File: src/rtl/selx_pkg.sv
// Shared encodings for the selective-execution writeback unit.
// Assumes: the mode field is 3 bits and the element size field is 2 bits.
package selx_pkg;
    typedef enum logic [2:0] {
        MODE_ALL     = 3'b000,
        MODE_MASK    = 3'b001,
        MODE_EQ      = 3'b010,
        MODE_GT      = 3'b011,
        MODE_LT      = 3'b100,
        MODE_OV      = 3'b101,
        MODE_MASK_EQ = 3'b110,
        MODE_NONE    = 3'b111
    } sel_mode_e;

    typedef enum logic [1:0] {
        ESZ_8   = 2'b00,
        ESZ_16  = 2'b01,
        ESZ_32  = 2'b10,
        ESZ_32B = 2'b11
    } elem_size_e;
endpackage

File: src/rtl/selx_mask_reg.sv
// Holds the software-loaded lane mask, one bit per lane.
// Assumes: a load is visible from the cycle after mask_we; reset clears it.
module selx_mask_reg #(
    parameter int NUM_LANES = 32
) (
    input  logic                 clk,
    input  logic                 rst_n,
    input  logic                 mask_we,
    input  logic [NUM_LANES-1:0] mask_wdata,
    output logic [NUM_LANES-1:0] mask_q
);
    // Load or clear the mask register.
    always_ff @(posedge clk) begin
        if (!rst_n)       mask_q <= '0;
        else if (mask_we) mask_q <= mask_wdata;
    end

    AST_MASK_LOAD_NEXT: assert property (@(posedge clk) disable iff (!rst_n)
        mask_we |=> mask_q == $past(mask_wdata));
    AST_MASK_HOLD: assert property (@(posedge clk) disable iff (!rst_n)
        !mask_we |=> $stable(mask_q));
endmodule

File: src/rtl/selx_lane_sel.sv
// Builds per-lane enables from the instruction mode and element size.
// Assumes: wider elements take the selection bit of their lowest lane.
module selx_lane_sel
    import selx_pkg::*;
#(
    parameter int NUM_LANES = 32,
    parameter int LANE_W    = 8
) (
    input  logic [2:0]           mode,
    input  logic [1:0]           esize,
    input  logic [NUM_LANES-1:0] mask,
    input  logic [NUM_LANES-1:0] cc_eq,
    input  logic [NUM_LANES-1:0] cc_gt,
    input  logic [NUM_LANES-1:0] cc_lt,
    input  logic [NUM_LANES-1:0] cc_ov,
    output logic [NUM_LANES-1:0] lane_en
);
    localparam int L16 = 16 / LANE_W;
    localparam int L32 = 32 / LANE_W;

    logic [NUM_LANES-1:0] raw_sel;

    // Pick the source of the lane-level selection bits.
    always_comb begin
        case (sel_mode_e'(mode))
            MODE_ALL:     raw_sel = '1;
            MODE_MASK:    raw_sel = mask;
            MODE_EQ:      raw_sel = cc_eq;
            MODE_GT:      raw_sel = cc_gt;
            MODE_LT:      raw_sel = cc_lt;
            MODE_OV:      raw_sel = cc_ov;
            MODE_MASK_EQ: raw_sel = mask & cc_eq;
            default:      raw_sel = '0;
        endcase
    end

    // Spread the lowest-lane bit of each element over the element.
    for (genvar i = 0; i < NUM_LANES; i++) begin : g_lane
        localparam int B16 = i - (i % L16);
        localparam int B32 = i - (i % L32);
        assign lane_en[i] = (esize == ESZ_8)  ? raw_sel[i]   :
                            (esize == ESZ_16) ? raw_sel[B16] : raw_sel[B32];
    end
endmodule

File: src/rtl/selx_merge.sv
// Registers the merge of result and old destination under lane enables.
// Assumes: enables are final when strobe is high; output lags by one cycle.
module selx_merge #(
    parameter int NUM_LANES = 32,
    parameter int LANE_W    = 8
) (
    input  logic                        clk,
    input  logic                        rst_n,
    input  logic                        valid,
    input  logic [NUM_LANES-1:0]        lane_en,
    input  logic [NUM_LANES*LANE_W-1:0] result,
    input  logic [NUM_LANES*LANE_W-1:0] old,
    output logic                        out_valid,
    output logic [NUM_LANES*LANE_W-1:0] out_data,
    output logic [NUM_LANES-1:0]        out_we
);
    logic [NUM_LANES*LANE_W-1:0] merged;

    // Choose new or old contents lane by lane.
    always_comb begin
        for (int i = 0; i < NUM_LANES; i++)
            merged[i*LANE_W +: LANE_W] = lane_en[i] ? result[i*LANE_W +: LANE_W]
                                                    : old[i*LANE_W +: LANE_W];
    end

    // Register the merged word and its enables.
    always_ff @(posedge clk) begin
        if (!rst_n) begin
            out_valid <= 1'b0;
            out_we    <= '0;
            out_data  <= '0;
        end else begin
            out_valid <= valid;
            out_we    <= valid ? lane_en : '0;
            if (valid) out_data <= merged;
        end
    end

    AST_VALID_LATENCY: assert property (@(posedge clk) disable iff (!rst_n)
        valid |=> out_valid);
    AST_IDLE_NO_WE: assert property (@(posedge clk) disable iff (!rst_n)
        !out_valid |-> out_we == '0);
    for (genvar i = 0; i < NUM_LANES; i++) begin : g_chk
        AST_KEEP_OLD: assert property (@(posedge clk) disable iff (!rst_n)
            valid && !lane_en[i] |=> out_data[i*LANE_W +: LANE_W] == $past(old[i*LANE_W +: LANE_W]));
        AST_TAKE_NEW: assert property (@(posedge clk) disable iff (!rst_n)
            valid && lane_en[i] |=> out_data[i*LANE_W +: LANE_W] == $past(result[i*LANE_W +: LANE_W]));
    end
endmodule

File: src/rtl/selx_commit.sv
// Top of the selective-execution writeback unit: mask register, lane
// enable selection and registered merge.
// Assumes: 8-bit lanes; element size and mode encodings come from selx_pkg.
module selx_commit
    import selx_pkg::*;
#(
    parameter int LANE_W    = 8,
    parameter int NUM_LANES = 32,
    localparam int DATA_W   = LANE_W * NUM_LANES
) (
    input  logic                 clk,
    input  logic                 rst_n,
    input  logic                 mask_we,
    input  logic [NUM_LANES-1:0] mask_wdata,
    input  logic                 wb_valid,
    input  logic [2:0]           wb_mode,
    input  logic [1:0]           wb_esize,
    input  logic [DATA_W-1:0]    wb_result,
    input  logic [DATA_W-1:0]    wb_old,
    input  logic [NUM_LANES-1:0] cc_eq,
    input  logic [NUM_LANES-1:0] cc_gt,
    input  logic [NUM_LANES-1:0] cc_lt,
    input  logic [NUM_LANES-1:0] cc_ov,
    output logic                 out_valid,
    output logic [DATA_W-1:0]    out_data,
    output logic [NUM_LANES-1:0] out_lane_we
);
    localparam int L32 = 32 / LANE_W;

    logic [NUM_LANES-1:0] mask_q;
    logic [NUM_LANES-1:0] lane_en;

    selx_mask_reg #(.NUM_LANES(NUM_LANES)) u_mask (
        .clk(clk), .rst_n(rst_n), .mask_we(mask_we),
        .mask_wdata(mask_wdata), .mask_q(mask_q)
    );

    selx_lane_sel #(.NUM_LANES(NUM_LANES), .LANE_W(LANE_W)) u_sel (
        .mode(wb_mode), .esize(wb_esize), .mask(mask_q),
        .cc_eq(cc_eq), .cc_gt(cc_gt), .cc_lt(cc_lt), .cc_ov(cc_ov),
        .lane_en(lane_en)
    );

    selx_merge #(.NUM_LANES(NUM_LANES), .LANE_W(LANE_W)) u_merge (
        .clk(clk), .rst_n(rst_n), .valid(wb_valid), .lane_en(lane_en),
        .result(wb_result), .old(wb_old),
        .out_valid(out_valid), .out_data(out_data), .out_we(out_lane_we)
    );

    AST_MODE_ALL: assert property (@(posedge clk) disable iff (!rst_n)
        wb_valid && wb_mode == MODE_ALL |=> out_lane_we == '1);
    AST_MODE_NONE: assert property (@(posedge clk) disable iff (!rst_n)
        wb_valid && wb_mode == MODE_NONE |=> out_lane_we == '0);
    for (genvar g = 0; g < NUM_LANES / L32; g++) begin : g_elem
        AST_ELEM32_UNIFORM: assert property (@(posedge clk) disable iff (!rst_n)
            wb_valid && wb_esize[1] |=>
            (out_lane_we[g*L32 +: L32] == '0 || out_lane_we[g*L32 +: L32] == '1));
    end
endmodule

File: config.mk
export PLATFORM = sky130hd
export DESIGN_NAME = selx_commit
export DESIGN_NICKNAME = d
export VERILOG_FILES = /design/src/rtl/selx_pkg.sv /design/src/rtl/selx_mask_reg.sv /design/src/rtl/selx_lane_sel.sv /design/src/rtl/selx_merge.sv /design/src/rtl/selx_commit.sv
export SDC_FILE = /design/constraint.sdc
export NUM_CORES = 1
export LEC_CHECK = 0
export BUFFER_PORTS_ARGS = -buffer_cell sky130_fd_sc_hd__clkbuf_2
export CAP_MARGIN = 20
export CELL_PAD_IN_SITES_DETAIL_PLACEMENT = 1
export CELL_PAD_IN_SITES_GLOBAL_PLACEMENT = 2
export CORE_AREA = 2 2 373 375
export DETAILED_ROUTE_END_ITERATION = 6
export DIE_AREA = 0 0 375 377
export PLACE_DENSITY = 0.48
export SETUP_SLACK_MARGIN = 0.3
export SYNTH_ARGS = -nofsm -noshare
export SYNTH_HDL_FRONTEND = slang
export SYNTH_HIERARCHICAL = 1
export SYNTH_SLANG_ARGS = --single-unit
export TNS_END_PERCENT = 10
File: constraint.sdc
create_clock -name clk -period 2 [get_ports clk]
set_clock_uncertainty 0.05 [all_clocks]
set_input_delay 0.3 -clock clk [delete_from_list [all_inputs] [get_ports clk]]
set_output_delay 0.3 -clock clk [all_outputs]
set_load 0.05 [all_outputs]
== Word-level counts from Yosys, hierarchy flattened ==
Index checks and enable logic that the tools add are counted.

* Register bits: 321
* Input bits: 681
* Word-level logic and storage cells: 80

* Equal/unequal tests: 7
* Multiplexer cells: 65
* Bitwise logic cells: 1
* Reductions and logical operators: 3

{| class="wikitable"
|+ Operator list
! cell !! number
|-
| $mux W8 || 32
|-
| $pmux W32 S7 || 1
|-
| $and A32 B32 Y32 || 1
|-
| $mux W1 || 32
|-
| $eq A3 B3 Y1 const B || 3
|-
| $eq A3 B2 Y1 const B || 2
|-
| $eq A3 B1 Y1 const B || 1
|-
| $logic_not A3 Y1 || 1
|-
| $eq A2 B1 Y1 const B || 1
|-
| $logic_not A2 Y1 || 1
|-
| $reduce_and A2 Y1 || 1
|}

== Longest topological paths before layout ==
Gate-level depths: netlist of run 1.

* Depth after elaboration: 5
* Gate-level depth with buffers: 12
* Gate-level depth less buffers: 8

== Cells and area by module ==
Netlist of run 1, hierarchy kept.

{| class="wikitable"
|+ By module, submodules not included
! module !! times used !! cells each !! area an instance (µm²)
|-
| selx_merge || 1 || 1214 || 11758.8
|-
| selx_lane_sel || 1 || 290 || 1924.3
|-
| selx_mask_reg || 1 || 103 || 1243.7
|}

== Worst setup path before layout of run 1 ==
No wires, ideal clock.

* Kind: input to register
* Start: in wb_mode[0]
* End: reg u_merge.out_data[216]
* Library setup time: 0.122 ns
* Data arrival time: 1.939 ns
* Required time: 1.828 ns
* Path slack: -0.111 ns
* Stages on the path: 10
* Path buffers: 3
* Cells stage by stage: buf_4 nand2b_1 nor2_1 clkbuf_1 nand3_1 o2111a_1 a211oi_1 clkbuf_2 mux2i_1 a21oi_1

* Cells in the longest elaborated chain, start to end: 5

{| class="wikitable"
|+ RTL lines
! what !! RTL line !! source
|-
| from (decl) || selx_commit.sv:16 || <nowiki>input logic [2:0] wb_mode,</nowiki>
|-
| $eq A3 B3 Y1, or another cell as far along || selx_lane_sel.sv:25 || <nowiki>case (sel_mode_e'(mode))</nowiki>
|-
| $pmux W32 S7 (*) || selx_lane_sel.sv:25 ||
|-
| $mux W1 || selx_lane_sel.sv:42 || <nowiki>(esize == ESZ_16) ? raw_sel[B16] : raw_sel[B32];</nowiki>
|-
| $mux W1 (*) || selx_lane_sel.sv:41 || <nowiki>assign lane_en[i] = (esize == ESZ_8) ? raw_sel[i] :</nowiki>
|-
| net lane_en[27] || selx_commit.sv:31 || <nowiki>logic [NUM_LANES-1:0] lane_en;</nowiki>
|-
| $mux W8 (*) || selx_merge.sv:22 || <nowiki>merged[i*LANE_W +: LANE_W] = lane_en[i] ? result[i*LANE_W +: LANE_W]</nowiki>
|-
| to (signal assigned) || selx_merge.sv:35 || <nowiki>if (valid) out_data <= merged;</nowiki>
|-
| to (decl) || selx_merge.sv:14 || <nowiki>output logic [NUM_LANES*LANE_W-1:0] out_data,</nowiki>
|}

The timed path passes the listed nets; every way through them passes the cells marked *.
A chain may end at the register's enable or synchronous reset.

== Worst setup path in the final report of run 1 ==
* Start: reg u_mask.mask_q[4]
* End: reg u_merge.out_data[62]

* Cells in the longest elaborated chain, start to end: 5

{| class="wikitable"
|+ RTL lines
! what !! RTL line !! source
|-
| from (decl) || selx_mask_reg.sv:10 || <nowiki>output logic [NUM_LANES-1:0] mask_q</nowiki>
|-
| from (signal assigned) || selx_mask_reg.sv:15 || <nowiki>else if (mask_we) mask_q <= mask_wdata;</nowiki>
|-
| $and A32 B32 Y32 || selx_lane_sel.sv:32 || <nowiki>MODE_MASK_EQ: raw_sel = mask & cc_eq;</nowiki>
|-
| $pmux W32 S7 (*) || selx_lane_sel.sv:25 ||
|-
| net lane_en[4] || selx_commit.sv:31 ||
|-
| $mux W1 (*) || selx_lane_sel.sv:42 ||
|-
| $mux W1 (*) || selx_lane_sel.sv:41 ||
|-
| net lane_en[7] || selx_commit.sv:31 ||
|-
| $mux W8 (*) || selx_merge.sv:22 ||
|}

Marks and branches as above.

==> results of run 1 <==
routing by layer:
metal / share of wire / vias up / GRT usage
li1: - / 9054 / -
met1: 0.40 / 9072 / 0.174
met2: 0.52 / 652 / 0.286
met4: 0.017 / 50 / 0.0342
met5: 0.0027 / - / 0
met3: 0.068 / 152 / 0.0469
worst register-to-register path, stage by stage (launching register included):
cell and delay [ns]:
dfxtp_2 0.32, mux2_4 0.26, a32o_1 0.20, a221o_1 0.36, buf_12 0.18, nand2_4 0.06
o211ai_1 0.14, buf_12 0.19, mux2i_1 0.19, a21oi_1 0.09
state kept, by name, summed over array words and instances, names as in the netlist:
| name | count |
|---|---|
| u_mask/mask_q | 32 |
| u_merge/out_we | 32 |
| u_merge/out_valid | 1 |
| u_merge/out_data | 256 |
cells in the mapped netlist, drive strengths merged, types with 4 or more instances:
| master | n | area, um^2 |
|---|---|---|
| mux2 | 12 | 146 |
| inv | 6 | 22.5 |
| and3 | 33 | 206 |
| o221a | 4 | 45.0 |
| a21oi | 278 | 1390 |
| a21o | 10 | 75.1 |
| mux2i | 299 | 2990 |
| and2 | 7 | 43.8 |
| a22oi | 4 | 30.0 |
| a221o | 4 | 40.0 |
| dfxtp | 321 | 6430 |
| buf | 101 | 617 |
| nor2 | 22 | 82.6 |
| o21ai | 290 | 1450 |
| clkbuf | 59 | 269 |
| a32o | 7 | 70.1 |
| nand3 | 4 | 20.0 |
| a221oi | 9 | 91.3 |
| a22o | 10 | 87.6 |
| a222oi | 6 | 60.1 |
| nor2b | 44 | 283 |
| nand2b | 16 | 100 |
| o211ai | 12 | 90.1 |
| nand2 | 27 | 101 |
cell type report:
class,count,area share
inverter,6,0.000898
timing repair buffer,1683,0.402
sequential,321,0.210
multi-input combinational,1120,0.264
clock buffer,73,0.0462
clock inverter,6,0.00200
tap,1794,0.0733
antenna,13,0.00106
worst min path at each step:
stage                                      from               endpoint  slack [ns]
after detailed placement  u_merge/out_data[218]  u_merge/out_data[218]        0.45
after global placement    u_merge/out_data[205]  u_merge/out_data[205]        0.44
after global routing             wb_result[181]  u_merge/out_data[181]        0.01
final                            wb_result[181]  u_merge/out_data[181]        0.04
after CTS                        wb_result[181]  u_merge/out_data[181]       0.001
after floorplan                           rst_n      u_mask/mask_q[29]        0.38
logic make-up after synthesis:
logic type | after synthesis
DFF | 321
muxes | 311
and+or+nand+nor | 157
AOI/OAI and AO/OA | 652
buffers and inverters | 166
power groups by stage:
stage / Sequential, mW / Clock [mW] / Combinational (mW)
floorplan: 8.80 / 0 / 1.87
global route: 7.22 / 8.86 / 7.55
finish: 7.16 / 8.23 / 7.10
CTS: 7.16 / 8.63 / 7.16
global placement: 7.29 / 0 / 6.07
detailed placement: 7.29 / 0 / 6.07
repair_timing:
action / 4_1_cts / 5_1_grt
setup endpoints to repair: 286 / 282
endpoints found under the hold margin: 288 / 0
pin swaps: 84 / 47
hold buffers: 538 / 0
resized for setup: 83 / 47
==> impl_results.md, run 1 <==
* Largest family of logic cells by synthesized area: compound AO/OA/AOI/OAI gates
* Area fraction in compound gates after synthesis at 0.240
* Layout cells sized above 1 at 0.412
* Reg2reg path depth at 9
* Switching Share at 0.344
* Mapped Cells at approximately 1600
* Post-Synth XOR/XNOR Area at 0
* Die span in y at 377 um
* Design Power at 22.5 mW
* Drt wl/cell at 22.8 um
* Status: finished with violations
* Placed cell count at 4386
* Crit path from: u_mask/mask_q[4]
* Cells along the critical path: mux2_4 > a32o_1 > a221o_1 > buf_12 > nand2_4 > o211ai_1 > buf_12 > mux2i_1 > a21oi_1
* Gr ovfl total at 0
* Fin area at 30600 um^2
* Leakage at 14.0 nW
* Max Freq at between 400 and 500 MHz
* Most frequent CP cell: buf_12
* Failing checks: negative setup slack
* Final Max Slew Viols at 0
* Post-Synth Simple-Gate Area at 0.0585
* CP Buf/Inv Count at 2
* Cell area after synthesis at 14900 um^2
* Crit share post-route at 1.08
* Adder-Cell Fraction of Synth Area at 0
* Die ar. at 141000 um^2
* Hold Crit Class: input pin to flip-flop
* Reg2reg start: u_mask/mask_q[4]
* Worst path depth at 9
* All-Layer GR Usage at 0.155
* Slew margin rel. at 0.655
* Filler cell count at 16133
* Gpl congestion at 0.814
* Sequential fraction of the synthesis area at 0.431
* Final setup viols at 67
* R2R Path End: u_merge/out_data[62]
* TritonCTS Buffers at 46
* DR pass1 iterations at 5
* Initial DRC count at 625
* Post-synthesis net count at 2288
* Max cap viols at 0
* Crit. End Element: flip-flop
* Internal at 14.8 mW
* CTS tree: built
* DRC viols at 0
* Layout net count at roughly 3900
* R2R setup slack at -0.16 ns
* CP endpoint: u_merge/out_data[62]
* Final Util at 0.224
* Largest fanout on the critical path at 9
* Die W at 375 um
* Mux cell area share after synthesis at 0.210
* Combinational share of power at 0.316
* CORE AREA at ~140000 um^2
* Vias at 18980
* Worst hold slack at 0.0406 ns
* Longest Clk Path Bufs at 3
* CTS H-tree lvls at 2
* Sequential Area at around 6400 um^2
* # Post-CTS Setup Buffers at 0
* Sw Pwr at 7.74 mW
* Clock latency on the worst-skew pair at 0.60 ns
* Async set-or-reset flop fraction in the synthesized netlist at 0
* Unrepaired setup endpoints after global routing: yes
* Vias in the first global route at between 20000 and 25000
* Post-place setup slack at -0.782 ns
* Largest net degree at the start of global routing at 101
* Yosys warnings at 6
* DP HPWL at 91300 um
* Synth Register Bits at 321
* Worst EP arrival at 2.59 ns
* Final Hold Fails at 0
* Slowest stage delay, CP at 0.36 ns
* Hold path depth at 3
* Peak supply drop at 0.601 mV
* Synth Area per Inst at 9.29 um^2
* Slowest-stage cell, CP: a221o_1
* Most frequent cells in the layout: 955 x clkbuf_2, 538 x dlygate4sd3_1, 312 x dfxtp_1
* Area grow syn2layout at 105%
* Initial Util at 0.109
* Clk root buf: clkbuf_16
* Required time of the critical path at 2.43 ns
* Worst-path clk slew at 0.06 ns
* Top FF cell, synth: dfxtp_1
* Crit start category: flip-flop
* Post-route setup TNS at -4.59 ns
* Port Buffer Count at between 900 and 1000
* Setup CP Type: flip-flop to flip-flop
* CP top delay family: compound AO/OA/AOI/OAI gates
* Multi-input gate area in the final layout at a little over 8000 um^2
* Seq pwr share at 0.318
* First-pass GRT wire length at between 150000 and 200000 um
* Final Routed Wirelength at between 100000 and 150000 um
* Setup WS post-layout at -0.162 ns
* Initial antenna violation count at 46
* Top-level I/O count at 970
* Drt via density at 3.78
* Sink Count at roughly 320
* DRT antenna net count at 0
* Number of synthesized flops with an enable pin at 0
* Post-route minimum period at about 2.2 ns
* Clk network pwr share at 0.366
* Pwr Density at 734 nW/um^2
* Commonest non-fill, non-tap cell in the layout: clkbuf_2
* Area post-placement at about 23000 um^2
* Worst Max-Slew Pin Slew at ~0.52 ns
* Post-Layout Cell Count at 5016
* Row cnt at approximately 140
* Synth cell types at 47
Note: power is estimated with default switching activity, not from simulation.
==> inputs of run 2 (changes only) <==
Settings changed: PLACE_DENSITY 0.48 to default, PLACE_DENSITY_LB_ADDON from default to 0.05.
==> run 2 against run 1 <==
The run still ends with negative setup slack left. Largest power group unchanged. Combinational power increased by 2%. Sequential share of layout area is 0.31 points lower. Setup slack improved by 0.0096 ns. Critical path depth decreased by 1. Routed wire length barely moved. Via count is 0.18% lower. Count of clock-buffer cells in the layout did not move. Global-route usage shrank 0.063 points. Clock power rose by 10%. Hold slack improved by 0.034 ns. Critical path type unchanged. Cell count grew 0.30%. Register-to-register slack about the same.
==> impl_results.md, run 2 (synthesis gave the netlist of run 1 again) <==
* Status: finished with violations
* Failing checks: negative setup slack
* Leakage at 14.0 nW
* Post-route minimum period at 2.15 ns
* Vias in the first global route at 20948
* CTS H-tree lvls at 2
* Min-Delay Endpoint: u_merge/out_data[86]
* DRC viols at 0
* First-pass GRT wire length at ~160000 um
* Slowest-stage cell, CP: a221o_2
* Worst Max-Slew Pin Slew at about 0.53 ns
* Setup WS post-layout at -0.152 ns
* R2R setup slack at -0.15 ns
* Slew margin rel. at 0.647
* Switching Share at 0.342
* Internal at 15.4 mW
* Clock latency on the worst-skew pair at about 0.63 ns
* Fin area at about 31000 um^2
* All-Layer GR Usage at 0.155
* Drt wl/cell at 22.7 um
* DRT antenna net count at 0
* Crit start category: flip-flop
* Worst EP arrival at 2.60 ns
* Final Util at 0.227
* Largest Register: u_merge/out_data
* Clk root buf: clkbuf_16
* Cells along the critical path: mux2_4 > a32o_1 > a221o_2 > nand2_2 > o211ai_1 > bufbuf_16 > mux2i_2 > a21oi_1
* Largest net degree at the start of global routing at 99
* Clk network pwr share at 0.388
* DP HPWL at about 90000 um
* Crit share post-route at 1.08
* Die ar. at 141000 um^2
* Area post-placement at ~23000 um^2
* Layout cells sized above 1 at 0.430
* Final Routed Wirelength at around 110000 um
* Layout net count at 3853
* Vias at 18946
* Combinational share of power at 0.307
* Reg2reg start: u_mask/mask_q[8]
* Slowest stage delay, CP at 0.37 ns
* Sink Count at 321
* Post-place setup slack at -0.825 ns
* Unrepaired setup endpoints after global routing: yes
* Number of flip-flops in the largest register at around 260
* Seq pwr share at 0.305
* Initial antenna violation count at 69
* Pwr Density at 754 nW/um^2
* CORE AREA at 137000 um^2
* Hold path depth at 4
* Required time of the critical path at between 2 and 2.5 ns
* Initial Util at 0.109
* Drt via density at 3.77
* Crit. End Element: flip-flop
* Longest Clk Path Bufs at 3
* Die span in y at 377 um
* Most frequent cells in the layout: 943 x clkbuf_2, 534 x dlygate4sd3_1, 310 x dfxtp_1
* Row cnt at 136
* Final Max Slew Viols at 0
* Top-level I/O count at 970
* Area grow syn2layout at 108%
* Worst-path clk slew at 0.05 ns
* Final setup viols at 60
* Setup CP Type: flip-flop to flip-flop
* Port Buffer Count at 969
* Largest fanout on the critical path at 5
* Gr ovfl total at 0
* Max Freq at 465 MHz
* Final Hold Fails at 0
* Sw Pwr at 8.03 mW
* Hold Crit Class: input pin to flip-flop
* TritonCTS Buffers at 49
* Commonest non-fill, non-tap cell in the layout: clkbuf_2
* Gpl congestion at around 0.80
* Initial DRC count at 495
* Reg2reg path depth at 8
* R2R Path End: u_merge/out_data[89]
* CTS tree: built
* Die W at 375 um
* Design Power at 23.5 mW
* Max cap viols at 0
* Post-route setup TNS at -4.52 ns
* Hold path start: wb_old[86]
* DR pass1 iterations at 4
* Peak supply drop at slightly below 0.6 mV
* Top Registers: u_merge/out_data x256, u_mask/mask_q x32, u_merge/out_we x32
-- run 2: cell count changes in the layout (fill, tap and decap cells not counted), sizes merged --
cell / before / now
bufbuf: 0 / 2
bufinv: 1 / 4
dlygate4sd3: 538 / 534
inv: 6 / 7
clkbuf: 1030 / 1018
clkinvlp: 1 / 2
clkinv: 4 / 9
diode: 13 / 27
buf: 188 / 193
-- run 2: critical path: cells and delay by family, from the launching register on --
family / cells / cell delay [ns]
AND/OR/NAND/NOR: 1 / 0.09
multiplexers: 2 / 0.45
flip-flops: 1 / 0.33
buffers and inverters: 1 / 0.32
AO/OA/AOI/OAI: 4 / 0.79
-- run 2: final cells by class --
type | count | area (um^2)
antenna | 27 | 67.6
clock buffer | 73 | 1450
clock inverter | 16 | 189
fill | 15933 | 106000
inverter | 6 | 25.0
multi-input combinational | 1120 | 8510
sequential | 321 | 6440
tap | 1794 | 2240
timing repair buffer | 1674 | 12200
-- run 2: metal layers --
| layer | share of wire | track usage | wire (um) |
|---|---|---|---|
| met5 | 0.0031 | 0 | 358 |
| met3 | 0.073 | 0.0537 | 8360 |
| met1 | 0.37 | 0.158 | 42100 |
| met4 | 0.033 | 0.0583 | 3820 |
| met2 | 0.52 | 0.288 | 59700 |
-- run 2: through the flow --
step	instances	hold WS, ns
after floorplan	1607	0.378
after global placement	4368	0.449
after detailed placement	4368	0.453
after CTS	5004	0.0198
after global routing	5018	0.0327
final	5031	0.0741
-- run 2: worst max path at each step --
stage                                  to              start  slack, ns  cells past startpoint
global route        u_merge/out_data[152]  u_mask/mask_q[16]      -0.27                      9
detailed placement  u_merge/out_data[107]         wb_mode[1]      -0.82                     11
finish               u_merge/out_data[89]   u_mask/mask_q[8]      -0.15                      8
CTS                 u_merge/out_data[155]  u_mask/mask_q[16]      -0.20                      8
global placement    u_merge/out_data[107]         wb_mode[2]      -0.84                     11
floorplan           u_merge/out_data[152]         wb_mode[2]      -0.01                     10
-- run 2: timing repair --
| action | 4_1_cts | 5_1_grt |
|---|---|---|
| hold buffers | 534 | 0 |
| gates cloned | 3 | 0 |
| pin swaps | 38 | 43 |
| resized for setup | 128 | 103 |
| setup endpoints to repair | 311 | 298 |
| endpoints found under the hold margin | 287 | 0 |
| buffers inserted | 10 | 0 |
-- run 2: power by group through the flow --
stage | logic [mW] | registers [mW] | clock network (mW)
floorplan | 1.87 | 8.80 | 0
global placement | 5.96 | 7.28 | 0
detailed placement | 5.99 | 7.29 | 0
CTS | 7.23 | 7.16 | 9.64
global route | 7.70 | 7.22 | 9.81
finish | 7.21 | 7.16 | 9.09
==> inputs of run 3 (changes only) <==
Settings changed: TNS_END_PERCENT 10 to default.
Clock period 2 ns to 2.6 ns, I/O delays scaled along.
==> run 3 against run 2 <==
The flow now finishes without violations. Non-clock buffer count is 152 lower. Hold slack lost 0.026 ns. Setup slack improved by 0.47 ns. Via count down 3.6%. Design area fell by 8.1%. Largest cell class unchanged.
==> impl_results.md, run 3 (synthesis gave the netlist of run 1 again) <==
* Row cnt at 136
* Port Buffer Count at 969
* Setup CP Type: input pin to flip-flop
* DP HPWL at between 90000 and 100000 um
* Hold Crit Class: input pin to flip-flop
* All-Layer GR Usage at 0.153
* Commonest non-fill, non-tap cell in the layout: clkbuf_2
* CORE AREA at 137000 um^2
* Vias at 18269
* Initial DRC count at 529
* Die span in y at 377 um
* Largest Register: u_merge/out_data
* Filler cell count at 16093
* Max cap viols at 0
* R2R Path End: u_merge/out_data[167]
* CTS tree: built
* CTS H-tree lvls at 2
* Drt via density at 3.76
* Final Routed Wirelength at 113000 um
* Crit start category: input pin
* Die W at approximately 380 um
* CP endpoint: u_merge/out_data[235]
* Longest Clk Path Bufs at 3
* Crit share post-route at 0.877
* Top Registers: u_merge/out_data x256, u_mask/mask_q x32, u_merge/out_we x32
* Final Hold Fails at 0
* Initial antenna violation count at 72
* Final setup viols at 0
* Slowest stage delay, CP at 0.80 ns
* Area post-placement at 22800 um^2
* Peak supply drop at about 0.44 mV
* Leakage at 13.2 nW
* Worst-path clk slew at approximately 0.050 ns
* Slew margin rel. at 0.396
* Post-place setup slack at -0.445 ns
* Status: complete, no violations
* Post-route minimum period at around 2.3 ns
* Most frequent cells in the layout: 964 x clkbuf_2, 409 x dlygate4sd3_1, 320 x dfxtp_1
* DR pass1 iterations at 4
* Required time of the critical path at 3.05 ns
* Worst Max-Slew Pin Slew at 0.906 ns
* Worst path depth at 12
* Post-Layout Cell Count at 4860
* Final Max Slew Viols at 0
* Layout net count at ~3700
* Placed cell count at 4352
* DRT antenna net count at 0
* DRC viols at 0
* Number of flip-flops in the largest register at 256
* Clock latency on the worst-skew pair at 0.63 ns
* Fin area at 28600 um^2
* Pwr Density at 602 nW/um^2
* Gr ovfl total at 0
* Gpl congestion at 0.776
* Cells along the critical path: buf_6 > buf_6 > buf_12 > buf_4 > nand2_1 > a21oi_1 > buf_4 > a222oi_1 > o21ai_2 > buf_2 > mux2i_1 > a21oi_1
* Sink Count at 321
* Largest fanout on the critical path at 9
* Top-level I/O count at 970
* Worst EP arrival at 2.73 ns
* Reg2reg start: u_mask/mask_q[20]
* Layout cells sized above 1 at 0.401
* CP top delay family: compound AO/OA/AOI/OAI gates
* Slowest-stage cell, CP: a222oi_1
* Die ar. at 141000 um^2
* R2R setup slack at 0.43 ns
* Reg2reg path depth at 7
* CP Buf/Inv Count at 6
* Area grow syn2layout at 91.6%
* Vias in the first global route at roughly 20000
* Crit. End Element: flip-flop
* Largest net degree at the start of global routing at 71
* Max Freq at 438 MHz
* Drt wl/cell at 23.2 um
* Setup WS post-layout at 0.319 ns
* Clk root buf: clkbuf_16
* Crit path from: wb_mode[2]
* Design Power at 17.2 mW
* First-pass GRT wire length at about 150000 um
* TritonCTS Buffers at 50
* Unrepaired setup endpoints after global routing: yes
* Initial Util at 0.109
[run 3: worst min-delay path by stage]
stage | from | slack, ns | cells past startpoint | end
6_report | wb_old[20] | 0.05 | 3 | u_merge/out_data[20]
3_3_place_gp | u_merge/out_data[189] | 0.44 | 2 | u_merge/out_data[189]
5_1_grt | wb_old[112] | 0.02 | 3 | u_merge/out_data[112]
4_1_cts | wb_result[61] | 0.000008 | 3 | u_merge/out_data[61]
3_5_place_dp | u_merge/out_data[172] | 0.45 | 2 | u_merge/out_data[172]
2_1_floorplan | u_mask/mask_q[28] | 0.43 | 2 | u_mask/mask_q[28]
[run 3: timing repair]
item | CTS | global route
setup buffers | 0 | 1
cloned | 0 | 1
pin swaps | 2 | 5
setup endpoints to repair | 10 | 23
hold buffers | 409 | 0
resized for setup | 2 | 10
hold endpoints to repair | 233 | 0
[run 3: metal layers]
metal	track usage	vias to the layer above	share of wire
li1	-	8739	-
met4	0.0339	80	0.021
met5	0	-	0.0049
met1	0.159	8624	0.37
met3	0.0569	207	0.077
met2	0.289	619	0.53
[run 3: worst reg2reg max path: cells and delay by family, from the launching register on]
kind                   cells  cell delay [ns]
AOI/OAI and AO/OA          3             0.62
buffers and inverters      3             0.85
DFF                        1             0.34
muxes                      1             0.20
[run 3: power breakdown]
group | switching, mW | internal (mW) | total (mW)
clock network | 2.72 | 3.98 | 6.70
registers | 0.193 | 5.30 | 5.50
logic | 3.05 | 1.99 | 5.04
[run 3: area by class of cell]
class | instances | area, um^2 | area share
repair buffers | 1522 | 10600 | 0.372
diodes | 15 | 37.5 | 0.00131
clock buffers | 71 | 1430 | 0.0500
multi-input cells | 1120 | 7680 | 0.269
inverters | 6 | 22.5 | 0.000787
well taps | 1794 | 2240 | 0.0785
flip-flops and latches | 321 | 6430 | 0.225
clock inverters | 11 | 130 | 0.00455
[run 3: stage by stage]
stage                      util  hold WS, ns  setup TNS [ns]
after global placement    0.167        0.440          -17.15
after global routing      0.209       0.0165               0
after CTS                 0.208   0.00000766               0
after detailed placement  0.167        0.450          -20.13
after floorplan               -        0.426               0
final                     0.209       0.0481               0
